$ cat src/rtl/fam_pkg.sv
package fam_pkg;
  typedef enum logic [1:0] {
    ST_IDLE  = 2'd0,
    ST_SPAWN = 2'd1,
    ST_DRAIN = 2'd2,
    ST_DONE  = 2'd3
  } fam_state_t;

  localparam logic [1:0] OP_BREAK   = 2'd0;
  localparam logic [1:0] OP_KILL    = 2'd1;
  localparam logic [1:0] OP_SQUEEZE = 2'd2;
endpackage

$ cat src/rtl/fam_seq.sv
module fam_seq #(
  parameter int IDX_W = 16,
  parameter int CNT_W = 8
) (
  input  logic             clk,
  input  logic             rst,
  input  logic             load,
  input  logic [IDX_W-1:0] ld_start,
  input  logic [CNT_W-1:0] ld_count,
  input  logic [IDX_W-1:0] ld_step,
  input  logic             adv,
  output logic [IDX_W-1:0] idx,
  output logic [CNT_W-1:0] left,
  output logic             last
);
  logic [IDX_W-1:0] stride;

  always_ff @(posedge clk) begin
    if (rst) begin
      idx    <= '0;
      left   <= '0;
      stride <= '0;
    end else if (load) begin
      idx    <= ld_start;
      left   <= ld_count;
      stride <= ld_step;
    end else if (adv && left != '0) begin
      idx  <= idx + stride;
      left <= left - CNT_W'(1);
    end
  end

  assign last = (left == CNT_W'(1));

  // every issued iteration reduces the remaining count by exactly one
  a_r2_left_step: assert property (@(posedge clk) disable iff (rst)
    (adv && !load && left != '0) |=> (left == $past(left) - CNT_W'(1)));
endmodule

$ cat src/rtl/fam_occ.sv
module fam_occ #(
  parameter int CNT_W = 8
) (
  input  logic             clk,
  input  logic             rst,
  input  logic             clr,
  input  logic             inc,
  input  logic             dec,
  output logic [CNT_W-1:0] cnt,
  output logic [CNT_W-1:0] nxt
);
  always_comb begin
    nxt = cnt;
    if (inc) nxt = nxt + CNT_W'(1);
    if (dec && (cnt != '0 || inc)) nxt = nxt - CNT_W'(1);
    if (clr) nxt = '0;
  end

  always_ff @(posedge clk) begin
    if (rst) cnt <= '0;
    else     cnt <= nxt;
  end

  // a report with nothing outstanding cannot drive the count below zero
  a_r4_no_underflow: assert property (@(posedge clk) disable iff (rst)
    (cnt == '0 && !inc) |=> (cnt == '0));
endmodule

$ cat src/rtl/thread_family_ctrl.sv
module thread_family_ctrl
  import fam_pkg::*;
#(
  parameter int IDX_W = 16,
  parameter int CNT_W = 8,
  parameter int TAG_W = 4
) (
  input  logic             clk,
  input  logic             rst,
  input  logic             create_valid,
  input  logic [TAG_W-1:0] create_tag,
  input  logic [IDX_W-1:0] create_start,
  input  logic [CNT_W-1:0] create_count,
  input  logic [IDX_W-1:0] create_step,
  input  logic             ctl_valid,
  input  logic [1:0]       ctl_op,
  input  logic [TAG_W-1:0] ctl_tag,
  input  logic [IDX_W-1:0] ctl_src,
  input  logic             cmpl_valid,
  input  logic [TAG_W-1:0] cmpl_tag,
  input  logic             sync_valid,
  input  logic [TAG_W-1:0] sync_tag,
  output logic             sync_ready,
  output logic             spawn_valid,
  input  logic             spawn_ready,
  output logic [IDX_W-1:0] spawn_idx,
  output logic [TAG_W-1:0] spawn_tag,
  output logic             term_valid,
  output logic [TAG_W-1:0] term_tag,
  output logic             term_spare_en,
  output logic [IDX_W-1:0] term_spare_idx,
  output logic             fam_done,
  output logic [IDX_W-1:0] resume_idx,
  output logic [CNT_W-1:0] resume_left
);
  fam_state_t       st;
  logic [TAG_W-1:0] fam_tag;
  logic             active, ctl_hit, do_kill, do_brk, do_sqz, stop_all;
  logic             create_go, acc, seq_last, occ_clr, occ_dec;
  logic [IDX_W-1:0] seq_idx;
  logic [CNT_W-1:0] seq_left, occ_cnt, occ_nxt;

  assign active    = (st == ST_SPAWN) || (st == ST_DRAIN);
  assign ctl_hit   = ctl_valid && active && (ctl_tag == fam_tag);
  assign do_kill   = ctl_hit && (ctl_op == OP_KILL);
  assign do_brk    = ctl_hit && (ctl_op == OP_BREAK);
  assign do_sqz    = ctl_hit && (ctl_op == OP_SQUEEZE) && (st == ST_SPAWN);
  assign stop_all  = do_kill || do_brk;
  assign create_go = create_valid && !active && !stop_all;
  assign acc       = spawn_valid && spawn_ready;
  assign occ_clr   = stop_all || create_go;
  assign occ_dec   = cmpl_valid && active && (cmpl_tag == fam_tag);

  fam_seq #(.IDX_W(IDX_W), .CNT_W(CNT_W)) u_seq (
    .clk(clk), .rst(rst), .load(create_go),
    .ld_start(create_start), .ld_count(create_count), .ld_step(create_step),
    .adv(acc), .idx(seq_idx), .left(seq_left), .last(seq_last)
  );

  fam_occ #(.CNT_W(CNT_W)) u_occ (
    .clk(clk), .rst(rst), .clr(occ_clr), .inc(acc), .dec(occ_dec),
    .cnt(occ_cnt), .nxt(occ_nxt)
  );

  always_ff @(posedge clk) begin
    if (rst) begin
      st             <= ST_IDLE;
      fam_tag        <= '0;
      term_valid     <= 1'b0;
      term_tag       <= '0;
      term_spare_en  <= 1'b0;
      term_spare_idx <= '0;
    end else begin
      term_valid <= stop_all;
      if (stop_all) begin
        term_tag       <= fam_tag;
        term_spare_en  <= do_brk;
        term_spare_idx <= ctl_src;
        st             <= ST_DONE;
      end else if (create_go) begin
        fam_tag <= create_tag;
        st      <= (create_count == '0) ? ST_DONE : ST_SPAWN;
      end else if (st == ST_SPAWN) begin
        if (acc && seq_last)
          st <= ST_DRAIN;
        else if (do_sqz)
          st <= (occ_nxt == '0) ? ST_DONE : ST_DRAIN;
      end else if (st == ST_DRAIN) begin
        if (occ_nxt == '0) st <= ST_DONE;
      end
    end
  end

  assign spawn_valid = (st == ST_SPAWN);
  assign spawn_idx   = seq_idx;
  assign spawn_tag   = fam_tag;
  assign fam_done    = (st == ST_DONE);
  assign resume_idx  = seq_idx;
  assign resume_left = seq_left;
  assign sync_ready  = sync_valid && fam_done && (sync_tag == fam_tag);

  // an offered spawn that is not taken keeps its index
  a_r2_hold: assert property (@(posedge clk) disable iff (rst)
    (spawn_valid && !spawn_ready && !ctl_valid) |=> (spawn_valid && $stable(spawn_idx)));
  // the family is done only with nothing outstanding
  a_r4_done_empty: assert property (@(posedge clk) disable iff (rst)
    fam_done |-> (occ_cnt == '0));
  // sync is released only for a finished family
  a_r5_sync_done: assert property (@(posedge clk) disable iff (rst)
    sync_ready |-> fam_done);
  // a squeeze that names the family ends spawning
  a_r6_squeeze_stop: assert property (@(posedge clk) disable iff (rst)
    (spawn_valid && ctl_valid && ctl_op == OP_SQUEEZE && ctl_tag == spawn_tag) |=> !spawn_valid);
  // the terminate strobe lasts one cycle
  a_r7_term_pulse: assert property (@(posedge clk) disable iff (rst)
    term_valid |=> !term_valid);
  // terminate and done rise together
  a_r7_term_done: assert property (@(posedge clk) disable iff (rst)
    term_valid |-> fam_done);
endmodule

$ cat config.mk
export PLATFORM = sky130hd
export DESIGN_NAME = thread_family_ctrl
export DESIGN_NICKNAME = d
export VERILOG_FILES = /design/src/rtl/fam_pkg.sv /design/src/rtl/fam_seq.sv /design/src/rtl/fam_occ.sv /design/src/rtl/thread_family_ctrl.sv
export SDC_FILE = /design/constraint.sdc
export NUM_CORES = 1
export LEC_CHECK = 0
export CAP_MARGIN = 20
export CELL_PAD_IN_SITES_DETAIL_PLACEMENT = 1
export CELL_PAD_IN_SITES_GLOBAL_PLACEMENT = 2
export CORE_UTILIZATION = 28
export DETAILED_ROUTE_END_ITERATION = 10
export GPL_TIMING_DRIVEN = 0
export PLACE_DENSITY_LB_ADDON = 0.1
export RECOVER_POWER = 100
export SLEW_MARGIN = 10
export SYNTH_ARGS = -nofsm -noshare
export SYNTH_HDL_FRONTEND = slang
export SYNTH_SLANG_ARGS = --single-unit
$ cat constraint.sdc
create_clock -name clk -period 5.6 [get_ports clk]
set_input_delay 0.84 -clock clk [delete_from_list [all_inputs] [get_ports clk]]
set_output_delay 0.84 -clock clk [all_outputs]
set_load 0.01 [all_outputs]
; ---- Yosys cells after proc, flatten, opt, wreduce, memory -nomap -nowiden
; Cells that the tools add are included.
[word_totals]
reg_bits = 76
in_bits = 81
output_inout_bits = 69
wordCells = 73
[classes]
add_sub_neg = 4
n_eq_ne = 10
mux = 16
n_bitwise = 1
n_reduce_logical = 32
[op_table]
columns = op, n
row1 = 8-bit 2-to-1 mux, 5
row2 = 16-bit 2-to-1 mux, 2
row3 = 16-bit adder, 1
row4 = 1-bit logical AND, 16
row5 = 8-bit zero test, 2
row6 = 2-bit 2-to-1 mux, 8
row7 = 8-bit nonzero test, 2
row8 = 8-bit by 1-bit subtractor with 8-bit output (second input constant), 2
row9 = 4-bit == test, 3
row10 = 8-bit by 1-bit adder with 8-bit output (second input constant), 1
row11 = 8-bit by 1-bit == test with 1-bit output (second input constant), 1
row12 = 4-bit nonzero test, 2
row13 = 2-bit == test (second input constant), 3
row14 = 5-bit by 1-bit inequality test with 1-bit output (second input constant), 1
row15 = 2-bit by 1-bit == test with 1-bit output (second input constant), 2
row16 = 1-bit logical OR, 4
row17 = 3-bit AND reduction, 1
row18 = 1-bit zero test, 2
row19 = 2-bit zero test, 1
row20 = 2-bit AND reduction, 1
row21 = 2-bit nonzero test, 1
row22 = 1-bit 2-to-1 mux, 1
row23 = 1-bit NOT, 1

; ---- Depth between registers and ports, before layout
; Gate-level depths: netlist of run 1.
[logic_depth]
depth_word = 17
mapped_depth = 11
ltp_nobuf = 11

; ---- Hierarchy
; Synthesis of run 1 repeated with hierarchy kept, for this count alone.
[unflattened]
hier_cells = 597
area_unflattened_um2 = 4839.6
[by_module_without_submodules]
columns = module, instances, cells_each, area_each_um2, seq_area_each_um2
row1 = fam_seq, 1, 322, 2580.0, 800.8
row2 = thread_family_ctrl, 1, 186, 1529.0, 560.5
row3 = fam_occ, 1, 89, 730.7, 160.2

; ---- Worst setup path after synthesis of run 1
; No wires, ideal clock.
[synth_timing]
path_kind = input-to-reg
startpoint = input port cmpl_tag[0]
endpoint = register st[0]
setup_ps = 95
arrival_ps = 2852
required_ps = 5505
slack_ps = 2653
cell_stages = 7
n_path_buf = 0
path_cell_list = a222oi_1 nand4_1 o2111a_1 or3_1 o211a_1 or4b_1 a221oi_1
[synth_via]
elab_chain_cells = 12
word_cells_on_any_way = 14
classes_between = 1 x eq/ne / 8 x mux / 5 x reduce/logical
[synth_rtl]
columns = element, line_no
row1 = from (decl), thread_family_ctrl.sv:20  ; input logic [TAG_W-1:0] cmpl_tag,
row2 = 4-bit == test (*), thread_family_ctrl.sv:52  ; assign occ_dec = cmpl_valid && active && (cmpl_tag == fam_tag);
row3 = 1-bit logical AND (*), thread_family_ctrl.sv:52
row4 = 1-bit logical AND (*), fam_occ.sv:15  ; if (dec && (cnt != '0 || inc)) nxt = nxt - CNT_W'(1);
row5 = 8-bit 2-to-1 mux (*), fam_occ.sv:15
row6 = 8-bit 2-to-1 mux (*), fam_occ.sv:16  ; if (clr) nxt = '0;
row7 = 8-bit zero test (*), "thread_family_ctrl.sv:87, thread_family_ctrl.sv:89"
row8 = 1-bit 2-to-1 mux, thread_family_ctrl.sv:87  ; st <= (occ_nxt == '0) ? ST_DONE : ST_DRAIN;
row9 = 2-bit 2-to-1 mux, thread_family_ctrl.sv:86  ; else if (do_sqz)
row10 = 2-bit 2-to-1 mux, thread_family_ctrl.sv:84  ; if (acc && seq_last)
row11 = 2-bit 2-to-1 mux, thread_family_ctrl.sv:83  ; end else if (st == ST_SPAWN) begin
row12 = 2-bit 2-to-1 mux, thread_family_ctrl.sv:80  ; end else if (create_go) begin
row13 = 2-bit 2-to-1 mux, thread_family_ctrl.sv:75  ; if (stop_all) begin
row14 = to (signal assigned), thread_family_ctrl.sv:82  ; st <= (create_count == '0) ? ST_DONE : ST_SPAWN;
row15 = to (signal assigned), thread_family_ctrl.sv:87
row16 = to (decl), thread_family_ctrl.sv:36  ; fam_state_t st;
; Every way passes the cells marked *; elsewhere a longest branch is shown, timed or not. The select of a mux whose other input is x is not followed.
; A chain may end at the register's enable or synchronous reset.

; ---- Final worst setup path of run 1
[layout_timing]
startpoint = input port spawn_ready
endpoint = register st[0]
[layout_via]
elab_chain_cells = 12
word_cells_on_any_way = 18
classes_between = 1 x add/sub / 1 x eq/ne / 9 x mux / 7 x reduce/logical
[layout_rtl]
columns = element, line_no
row1 = from (decl), thread_family_ctrl.sv:25  ; input logic spawn_ready,
row2 = 1-bit logical AND (*), thread_family_ctrl.sv:50  ; assign acc = spawn_valid && spawn_ready;
row3 = 8-bit 2-to-1 mux or 1-bit logical OR (tied branches), "fam_occ.sv:14, fam_occ.sv:15"
row4 = 8-bit by 1-bit subtractor with 8-bit output or 1-bit logical AND (tied branches), fam_occ.sv:15
row5 = 8-bit 2-to-1 mux, fam_occ.sv:15
row6 = 8-bit 2-to-1 mux, fam_occ.sv:16
row7 = 8-bit zero test, "thread_family_ctrl.sv:87, thread_family_ctrl.sv:89"
row8 = 1-bit 2-to-1 mux, thread_family_ctrl.sv:87
row9 = 2-bit 2-to-1 mux, thread_family_ctrl.sv:86
row10 = 2-bit 2-to-1 mux, thread_family_ctrl.sv:84
row11 = 2-bit 2-to-1 mux, thread_family_ctrl.sv:83
row12 = 2-bit 2-to-1 mux, thread_family_ctrl.sv:80
row13 = 2-bit 2-to-1 mux, thread_family_ctrl.sv:75
; Marks and branches as above.

==> results of run 1 <==
## logic make-up (layout without fill, tap and decap cells)
family,after synthesis,after routing,synth area share (%)
and+or+nand+nor,215,215,21.97
other,0,1,0
buffers and inverters,65,229,7.173
AOI/OAI and AO/OA,109,109,16.13
DFF,76,76,34.34
adders and majority gates,25,25,7.230
xor gates and xnor gates,39,39,7.710
muxes,24,24,5.450
## through the flow
step,hold slack [ns],power [W],cell area (um^2)
2_1_floorplan,0.4400,0.001220,4431
3_3_place_gp,0.4476,0.001615,6176
3_5_place_dp,0.4573,0.001637,6176
4_1_cts,0.4656,0.002289,6495
5_1_grt,0.4810,0.002365,6491
6_report,0.4643,0.002213,6494
## per-layer routing
metal / wire, um / vias to the layer above / share of wire (%)
met1: 6995 / 2166 / 45
met4: 186 / 0 / 1.2
met5: 0 / - / 0
li1: - / 2225 / -
met3: 750 / 15 / 4.8
met2: 7703 / 98 / 49
## layout make-up
type	instances	area (um^2)	area share [%]
antenna	1	2.502	0.03854
buffer	45	241.5	3.719
clock buffer	12	246.5	3.796
clock inverter	4	72.57	1.118
inverter	20	75.07	1.156
multi-input combinational	412	2589	39.87
sequential	76	1521	23.43
tap	211	264.0	4.066
timing repair buffer	148	1481	22.81
## synth_stat cells (all sizes together), types with 4 or more instances
master,count
nor3,22
o211ai,4
nor2,62
dfxtp,76
nand3,16
ha,24
mux2i,23
xor2,16
inv,20
a21oi,36
o21ai,17
clkbuf,22
o21a,5
buf,23
nor4,8
xnor2,23
nor2b,6
nand2,78
nor4b,4
a311oi,7
a211oi,14
## sequential cells by signal, indices dropped and copies added (netlist names)
signal and cells:
st 2, u_seq.stride 16, term_tag 4, term_spare_idx 16, spawn_tag 4, term_spare_en 1, u_seq.left 8, u_seq.idx 16
u_occ.cnt 8, term_valid 1
## worst paths after layout
kind	cells after the start	startpoint	endpoint	slack, ns
max reg2reg	10	st[0]	st[0]	2.15
min	2	u_seq.stride[14]	u_seq.stride[14]	0.46
min reg2reg	2	u_seq.stride[14]	u_seq.stride[14]	0.46
max	10	spawn_ready	st[0]	1.77
## tightest hold or removal path, stage by stage (launching register included)
cell     delay [ns]
dfxtp_1        0.31
nand2_1        0.05
a21oi_1        0.05
## power groups by stage
stage               sequential (W)  combinational [W]  clock (W)
global route              0.000719           0.000967   0.000680
global placement          0.000716           0.000898          0
floorplan                 0.000719           0.000501          0
detailed placement        0.000720           0.000917          0
finish                    0.000705           0.000871   0.000638
CTS                       0.000709           0.000922   0.000657
==> reports/results.ini, run 1 <==
[status]
outcome=finished, final reports clean

[logic_synthesis]
yosys.area.top_type=dfxtp_1
synthCells=553
syn_nets=659
async_flop_share_pct=0
ys.flop_type=dfxtp_1
syn_area_um2=4430
synth_seq_area_share_pct=34.34
synth_warnings=0
synth_cell_types=55
synth_edf_count=0
synth_top_area_share_pct=34.34
yosys-top-cells-area=dfxtp_1, ha_1, nand2_1, nor2_1, mux2i_1
synth_seq_cells=76
syn_area_per_cell_um2=8.012

[pwr]
sw_frac_of_total_pct=35.58
pwr-share-clk_pct=28.8
peakVddDrop_v=0.0001645
p_per_area_nw_per_um2=340.8
internal_power_w=0.001426
p_switching_w=0.0007875
combPwrFrac_pct=39.3
p_leak_nw=2.606
seqPwrFrac_pct=31.8

[finish]
drive_gt1_share_pct=5.300
nNetsFinal=818
fill_cells=1838
final_util_pct=42.40
layout_common_cells=nand2_1, clkdlybuf4s50_1, dfxtp_1, dlygate4sd3_1, nor2_1
area_growth_pct=46.57
fin_cells=929
layout_commonest_cell=nand2_1

[detailed_routing]
wire_per_inst_um=16.83
dr_total_vias=4504
drt_iter0_markers=120
vias_per_cell=4.848
drt_wl_total_um=15640
drcViolationCount=0
drtPass1Iterations=4
ant_nets=0

[global_routing]
use_met1_pct=24.34
grt_start_max_net_pins=13
grt_overflow=0
met3_usage_pct=5.634
track_usage_pct=19.96
use_met2_pct=34.53
antenna_found_initial=0
top_usage_layer=met2
grt_pass1_wl_um=25120
grt_pass1_vias=4825

[worst_setup_path]
worstPathCellList=dlygate4sd3_1 -> nand2_1 -> xnor2_1 -> ha_1 -> o21ai_0 -> a211oi_1 -> mux2i_1 -> o21ai_0 -> or4b_1 -> a221oi_1
startpoint_type=primary input
worstPathBufferInverterCount=1
path_common_cell=o21ai_0
crit_required_ns=5.84
critPathKind=primary input to flop
critPathMaxFanout=7
critPathSlowestCell=dlygate4sd3_1
crit_path_max_incr_delay_ns=0.64
crit_family=compound AO/OA/AOI/OAI gates
critPathCaptureType=flop
worstPathArrival_ns=4.07

[timing]
setup-tns-final_ns=0
drv_slew=0
hold_viol=0
rsz0062_at_grt=false
fmax_mhz=260.9
clock_skew_ns=0.006687
finalCriticalPeriod_ns=3.833
setup_viol=0
worstMarginPinSlew_ns=0.8860
layout_setup_ws_ns=1.767
final.period_utilization_pct=68.45
maxSlewHeadroom_pct=40.48

[placement]
globalplace.congestion=0.8389
portBuffers=148
dp_slack_ns=1.577
dp.cells=912
dp_hpwl_um=12160

[clocking]
post_cts_buffers=0
clkTransAtPathRegs_ns=0.06
cts_root_buf=clkbuf_16
cts_buffer_depth=2
hold_buffers=0
numClockSinks=76
cts_resized=0
htree_levels=3
clk_latency_ns=0.34
cts_made_buffers=9
cts_tree=built

[die]
die_w_um=127.8
initial_utilization_pct=28.93
rows=45
coreArea_um2=15310
pin_count=150
die_h_um=127.8
die_area_um2=16330

[flow_run]
maxCapViolations=0

[worst_hold_path]
hold_class=flop to flop

Power figures use the tool's default switching activity.
==> run 2: changes to the inputs <==
--- a/config.mk
+++ b/config.mk
@@ -8,7 +8,7 @@
 export CAP_MARGIN = 20
 export CELL_PAD_IN_SITES_DETAIL_PLACEMENT = 1
 export CELL_PAD_IN_SITES_GLOBAL_PLACEMENT = 2
-export CORE_UTILIZATION = 28
+export CORE_UTILIZATION = 23
 export DETAILED_ROUTE_END_ITERATION = 10
 export GPL_TIMING_DRIVEN = 0
 export PLACE_DENSITY_LB_ADDON = 0.1
==> constraint.sdc (replaced) <==
create_clock -name clk -period 3.4 [get_ports clk]
set_input_delay 0.51 -clock clk [delete_from_list [all_inputs] [get_ports clk]]
set_output_delay 0.51 -clock clk [all_outputs]
set_load 0.01 [all_outputs]
==> run 2 against run 1 <==
Clock power grew 77%. Register-to-register slack lost 1.9 ns. Cell count rose by 2.4%. Hold slack got worse by 0.0025 ns. Power grew 69%. Sequential share of layout area is 0.30 points lower. Largest power group unchanged. Flip-flop and latch count stayed put. Critical path depth unchanged. Core utilization shrank 7.3 points.
==> reports/results.ini, run 2 (synthesis results as in run 1) <==
[worst_setup_path]
worstPathArrival_ns=3.40  ; -0.67 ns
startpoint_type=primary input
crit_required_ns=3.64  ; -2.20 ns
worstReg2RegEnd=st[0]
r2r_cells=11  ; +1
critPathKind=primary input to flop
critPathCaptureType=flop
r2r_start=st[0]
critPathMaxFanout=10  ; +3
ff2ff_setup_slack_ns=0.29  ; -1.86 ns

[finish]
area_growth_pct=48.49
layout_commonest_cell=clkdlybuf4s50_1
reg_top3=term_spare_idx x16, u_seq.idx x16, u_seq.stride x16
final_util_pct=35.05  ; -7.3 points
layout_common_cells=clkdlybuf4s50_1, nand2_1, dfxtp_1, dlygate4sd3_1, nor2_1
nNetsFinal=818  ; unchanged
drive_gt1_share_pct=6.555  ; +1.3 points
antennaDiodeCount=0  ; -1

[die]
die_area_um2=19820  ; +21%
pin_count=150  ; unchanged
die_w_um=140.8  ; +10%
rows=50  ; +11%
initial_utilization_pct=23.61  ; -5.3 points
die_h_um=140.8  ; +10%
coreArea_um2=18770  ; +23%

[clocking]
cts_root_buf=clkbuf_16
cts_tree=built
cts_made_buffers=9  ; unchanged
numClockSinks=76  ; unchanged
htree_levels=3  ; unchanged
cts_buffer_depth=2  ; unchanged
clk_latency_ns=0.34  ; about the same
clkTransAtPathRegs_ns=0.06  ; about the same

[timing]
rsz0062_at_grt=false
finalCriticalPeriod_ns=3.151
setup_viol=0  ; unchanged
drv_slew=0  ; unchanged
worstMarginPinSlew_ns=0.7688  ; -0.1171 ns
final.period_utilization_pct=92.69
setup-tns-final_ns=0  ; unchanged
fmax_mhz=317.3
maxSlewHeadroom_pct=48.74  ; +8.3 points
clock_skew_ns=0.007623  ; +0.0009359 ns
hold_viol=0  ; unchanged

[placement]
portBuffers=148  ; unchanged
globalplace.congestion=0.7641  ; -8.9%
dp_hpwl_um=12590  ; +3.5%

[pwr]
p_per_area_nw_per_um2=568.9  ; +67%
peakVddDrop_v=0.0002585  ; +57%
p_leak_nw=2.632  ; +0.96%
p_total_w=0.003742  ; +69%

[worst_hold_path]
whs_endpoint=u_seq.stride[8]
hold_class=flop to flop
holdCritStartpoint=u_seq.stride[8]
hold_depth=2  ; unchanged

[detailed_routing]
ant_nets=0  ; unchanged
drtPass1Iterations=4  ; unchanged
dr_total_vias=4454  ; -1.1%
drcViolationCount=0  ; unchanged
vias_per_cell=4.683  ; -3.4%
drt_wl_total_um=16060  ; +2.7%
wire_per_inst_um=16.89  ; +0.36%
drt_iter0_markers=109  ; -9.2%

[status]
outcome=finished, final reports clean

[global_routing]
grt_overflow=0  ; unchanged
grt_pass1_wl_um=25330  ; +0.85%
track_usage_pct=16.63  ; -3.3 points
antenna_found_initial=0  ; unchanged
grt_start_max_net_pins=14  ; +1
grt_pass1_vias=4621  ; -4.2%

[flow_run]
maxCapViolations=0  ; unchanged

run 2: metal layers:
| layer | up-vias | wire length (um) | global-route usage (%) |
|---|---|---|---|
| met5 | - | 0 | 0 |
| met4 | 0 | 146 | 4.062 |
| met3 | 12 | 583 | 3.397 |
| met2 | 90 | 7681 | 28.15 |
| met1 | 2126 | 7653 | 21.53 |
| li1 | 2226 | - | - |
run 2: metrics by stage:
step,hold slack (ns),cell area (um^2),cells,setup slack (ns)
floorplan,0.4400,4431,553,0.6166
global placement,0.4484,6205,935,-0.2514
detailed placement,0.4563,6205,935,-0.3192
CTS,0.4651,6549,951,0.04691
global route,0.4899,6579,951,0.01344
finish,0.4617,6579,951,0.2486
run 2: report_power, final:
part | internal [W] | switching (W)
Sequential | 0.00102 | 0.000145
Clock | 0.000719 | 0.000412
Combinational | 0.000674 | 0.000772
run 2: cell type report:
cell class / count / area, um^2
fill: 2202 / 12190
sequential: 76 / 1521
timing repair buffer: 148 / 1481
clock inverter: 6 / 112.6
buffer: 45 / 242.7
tap: 234 / 292.8
inverter: 20 / 75.07
clock buffer: 10 / 229.0
multi-input combinational: 412 / 2624
run 2: worst max path at each step:
stage / to / slack, ns / from / cells after the start
2_1_floorplan: st[0] / 0.62 / st[1] / 11
3_3_place_gp: st[0] / -0.25 / spawn_ready / 10
3_5_place_dp: st[0] / -0.32 / spawn_ready / 10
4_1_cts: st[0] / 0.05 / spawn_ready / 10
5_1_grt: st[0] / 0.01 / st[0] / 10
6_report: st[0] / 0.25 / spawn_ready / 10
run 2: worst max-delay path, stage by stage:
cell and delay, ns:
clkdlybuf4s50_1 0.52, a21oi_1 0.25, nand3_1 0.17, nand4_1 0.20, buf_4 0.22, nor3_1 0.09
or3_1 0.44, o211a_1 0.26, or4b_1 0.51, a221oi_1 0.24
run 2: what timing repair did:
item | CTS | global route
gates resized for setup | 1 | 5
buffers inserted | 0 | 0
hold buffers | 0 | 0
setup endpoints to repair | 1 | 1
endpoints found under the hold margin | 0 | 0
==> run 3: changes to the inputs <==
--- a/config.mk
+++ b/config.mk
@@ -8,11 +8,12 @@
 export CAP_MARGIN = 20
 export CELL_PAD_IN_SITES_DETAIL_PLACEMENT = 1
 export CELL_PAD_IN_SITES_GLOBAL_PLACEMENT = 2
-export CORE_UTILIZATION = 23
+export CORE_UTILIZATION = 26
 export DETAILED_ROUTE_END_ITERATION = 10
 export GPL_TIMING_DRIVEN = 0
 export PLACE_DENSITY_LB_ADDON = 0.1
 export RECOVER_POWER = 100
+export SETUP_SLACK_MARGIN = 0.5
 export SLEW_MARGIN = 10
 export SYNTH_ARGS = -nofsm -noshare
 export SYNTH_HDL_FRONTEND = slang
==> constraint.sdc (replaced) <==
create_clock -name clk -period 3 [get_ports clk]
set_input_delay 0.45 -clock clk [delete_from_list [all_inputs] [get_ports clk]]
set_output_delay 0.45 -clock clk [all_outputs]
set_load 0.01 [all_outputs]
==> run 3 against run 2 <==
Clock skew increased by 0.0064 ns. Non-clock buffer count is 22 higher. Flip-flop and latch count is the same. Clock-buffer cell count is the same. Combinational power grew 26%. Global-route usage increased by 2.0 points. Cell count is 0.84% higher. Design area up 7.2%. Die area shrank 11%. Sequential share of layout area is 1.3 points lower.
==> reports/results.ini, run 3 (synthesis results as in run 1) <==
[status]
outcome=finished, final reports clean

[detailed_routing]
drt_wl_total_um=16320  ; +1.6%
dr_total_vias=4637  ; +4.1%
vias_per_cell=4.835  ; +3.2%
drt_iter0_markers=144  ; +32%
ant_nets=0  ; unchanged
wire_per_inst_um=17.01  ; +0.73%
drtPass1Iterations=4  ; unchanged
drcViolationCount=0  ; unchanged

[placement]
dp_hpwl_um=12320  ; -2.1%
dp.cells=921  ; -1.5%
portBuffers=148  ; unchanged
globalplace.congestion=0.7917  ; +3.6%

[clocking]
cts_made_buffers=9  ; unchanged
clk_latency_ns=0.35  ; about the same
cts_tree=built
htree_levels=3  ; unchanged
hold_buffers=0  ; unchanged
cts_buffer_depth=2  ; unchanged
numClockSinks=76  ; unchanged
clkTransAtPathRegs_ns=0.06  ; about the same
cts_root_buf=clkbuf_16

[finish]
multi_input_area_um2=2925  ; +11%
regArea_um2=1540  ; +1.2%
layout_commonest_cell=clkdlybuf4s50_1
fin_cells=959  ; +0.84%
drive_gt1_share_pct=15.83  ; +9.3 points
layout_common_cells=clkdlybuf4s50_1, nand2_1, dfxtp_1, dlygate4sd3_1, nor2_1
fill_cells=1945  ; -12%
area_growth_pct=59.16
reg_top3=term_spare_idx x16, u_seq.idx x16, u_seq.stride x16
nNetsFinal=840  ; +2.7%
antennaDiodeCount=0  ; unchanged

[timing]
drv_slew=0  ; unchanged
hold_viol=0  ; unchanged
rsz0062_at_grt=true
clock_skew_ns=0.01407  ; +0.006449 ns
setup-tns-final_ns=0  ; unchanged
finalCriticalPeriod_ns=2.893
setup_viol=0  ; unchanged
fmax_mhz=345.6
final.period_utilization_pct=96.44
maxSlewHeadroom_pct=50.21  ; +1.5 points
timing.hold.ws_ns=0.4632  ; +0.001443 ns
worstMarginPinSlew_ns=0.7468  ; -0.02200 ns

[worst_setup_path]
critical_path.endpoint=st[0]
critPathCaptureType=flop
crit_family=simple AND/OR/NAND/NOR gates
r2r_start=st[0]
crit_required_ns=3.24  ; -0.40 ns
worstPathBufferInverterCount=2  ; unchanged
worstReg2RegEnd=st[0]
worstPathCellList=inv_1 -> ha_4 -> nor2b_2 -> o2111a_1 -> nand4_1 -> buf_6 -> a211oi_4 -> mux2i_1 -> o21ai_2 -> or4b_4 -> a221oi_2
worstPathArrival_ns=3.13  ; -0.27 ns
r2r_cells=11  ; unchanged
critPathSlowestCell=or4b_4
startpoint_type=flop
critical_path_depth=11  ; +1
ff2ff_setup_slack_ns=0.11  ; -0.18 ns
critPathMaxFanout=7  ; -3
crit_path_start=st[0]
crit_path_max_incr_delay_ns=0.56  ; +0.04 ns
critPathKind=flop to flop

[global_routing]
grt_overflow=0  ; unchanged
grt_pass1_wl_um=25540  ; +0.82%
grt_pass1_vias=4763  ; +3.1%
grt_start_max_net_pins=15  ; +1
antenna_found_initial=0  ; unchanged
track_usage_pct=18.65  ; +2.0 points

[die]
die_area_um2=17570  ; -11%
coreArea_um2=16580  ; -12%
die_h_um=132.5  ; -5.9%
pin_count=150  ; unchanged
initial_utilization_pct=26.72  ; +3.1 points
rows=47  ; -6.0%
die_w_um=132.5  ; -5.9%

[worst_hold_path]
hold_depth=2  ; unchanged
hold_class=flop to flop

[pwr]
p_leak_nw=2.837  ; +7.8%
p_per_area_nw_per_um2=610.2  ; +7.3%
peakVddDrop_v=0.0003128  ; +21%

[flow_run]
maxCapViolations=0  ; unchanged

run 3: power by group:
| part | internal, W | switching, W | leakage [nW] |
|---|---|---|---|
| clock | 0.000673 | 0.000468 | 0.149 |
| sequential | 0.00116 | 0.000170 | 0.625 |
| combinational | 0.000872 | 0.000956 | 2.06 |
| total | 0.00271 | 0.00159 | 2.84 |
run 3: how the worst min path moves through the flow:
stage                      from                to
2_1_floorplan   u_seq.stride[0]   u_seq.stride[0]
3_3_place_gp   u_seq.stride[12]  u_seq.stride[12]
3_5_place_dp    u_seq.stride[9]   u_seq.stride[9]
4_1_cts         u_seq.stride[9]   u_seq.stride[9]
5_1_grt         u_seq.stride[3]   u_seq.stride[3]
6_report        u_seq.stride[6]   u_seq.stride[6]
run 3: worst register-to-register path, delay by kind of cell, from the launching register on:
family / cells / cell delay (ns)
simple gates: 3 / 0.86
compound gates: 4 / 0.74
flops: 1 / 0.37
mux: 1 / 0.33
buf+inv: 2 / 0.28
fa+ha+maj: 1 / 0.22
run 3: final cells by class:
class | instances | share of cell area [%]
Multi-Input combinational cell | 412 | 41.48
Timing Repair Buffer | 170 | 23.70
Sequential cell | 76 | 21.84
Tap cell | 220 | 3.903
Buffer | 45 | 3.602
Clock buffer | 10 | 3.389
Inverter | 20 | 1.100
Clock inverter | 6 | 0.9759
run 3: what timing repair did:
item | CTS | global route
pin swaps | 12 | 15
setup endpoints to repair | 34 | 29
resized for setup | 29 | 53
setup buffers | 11 | 11
run 3: layer usage:
| metal | global-route usage [%] | part of all wire, % | wire length [um] |
|---|---|---|---|
| met1 | 23.59 | 45 | 7400 |
| met2 | 31.58 | 49 | 7963 |
| met3 | 3.946 | 4.3 | 695 |
| met4 | 5.747 | 1.6 | 257 |
| met5 | 0 | 0 | 0 |
run 3: metrics by stage:
step / area [um^2] / setup slack [ns] / utilization, % / power [W]
global placement: 6248 / -0.4825 / 37.68 / 0.003055
detailed placement: 6248 / -0.5373 / 37.68 / 0.003101
floorplan: 4492 / 0.3594 / - / 0.002311
CTS: 6763 / 0.1469 / 40.78 / 0.004334
finish: 7052 / 0.1068 / 42.52 / 0.004303
global route: 7052 / -0.02690 / 42.52 / 0.004593
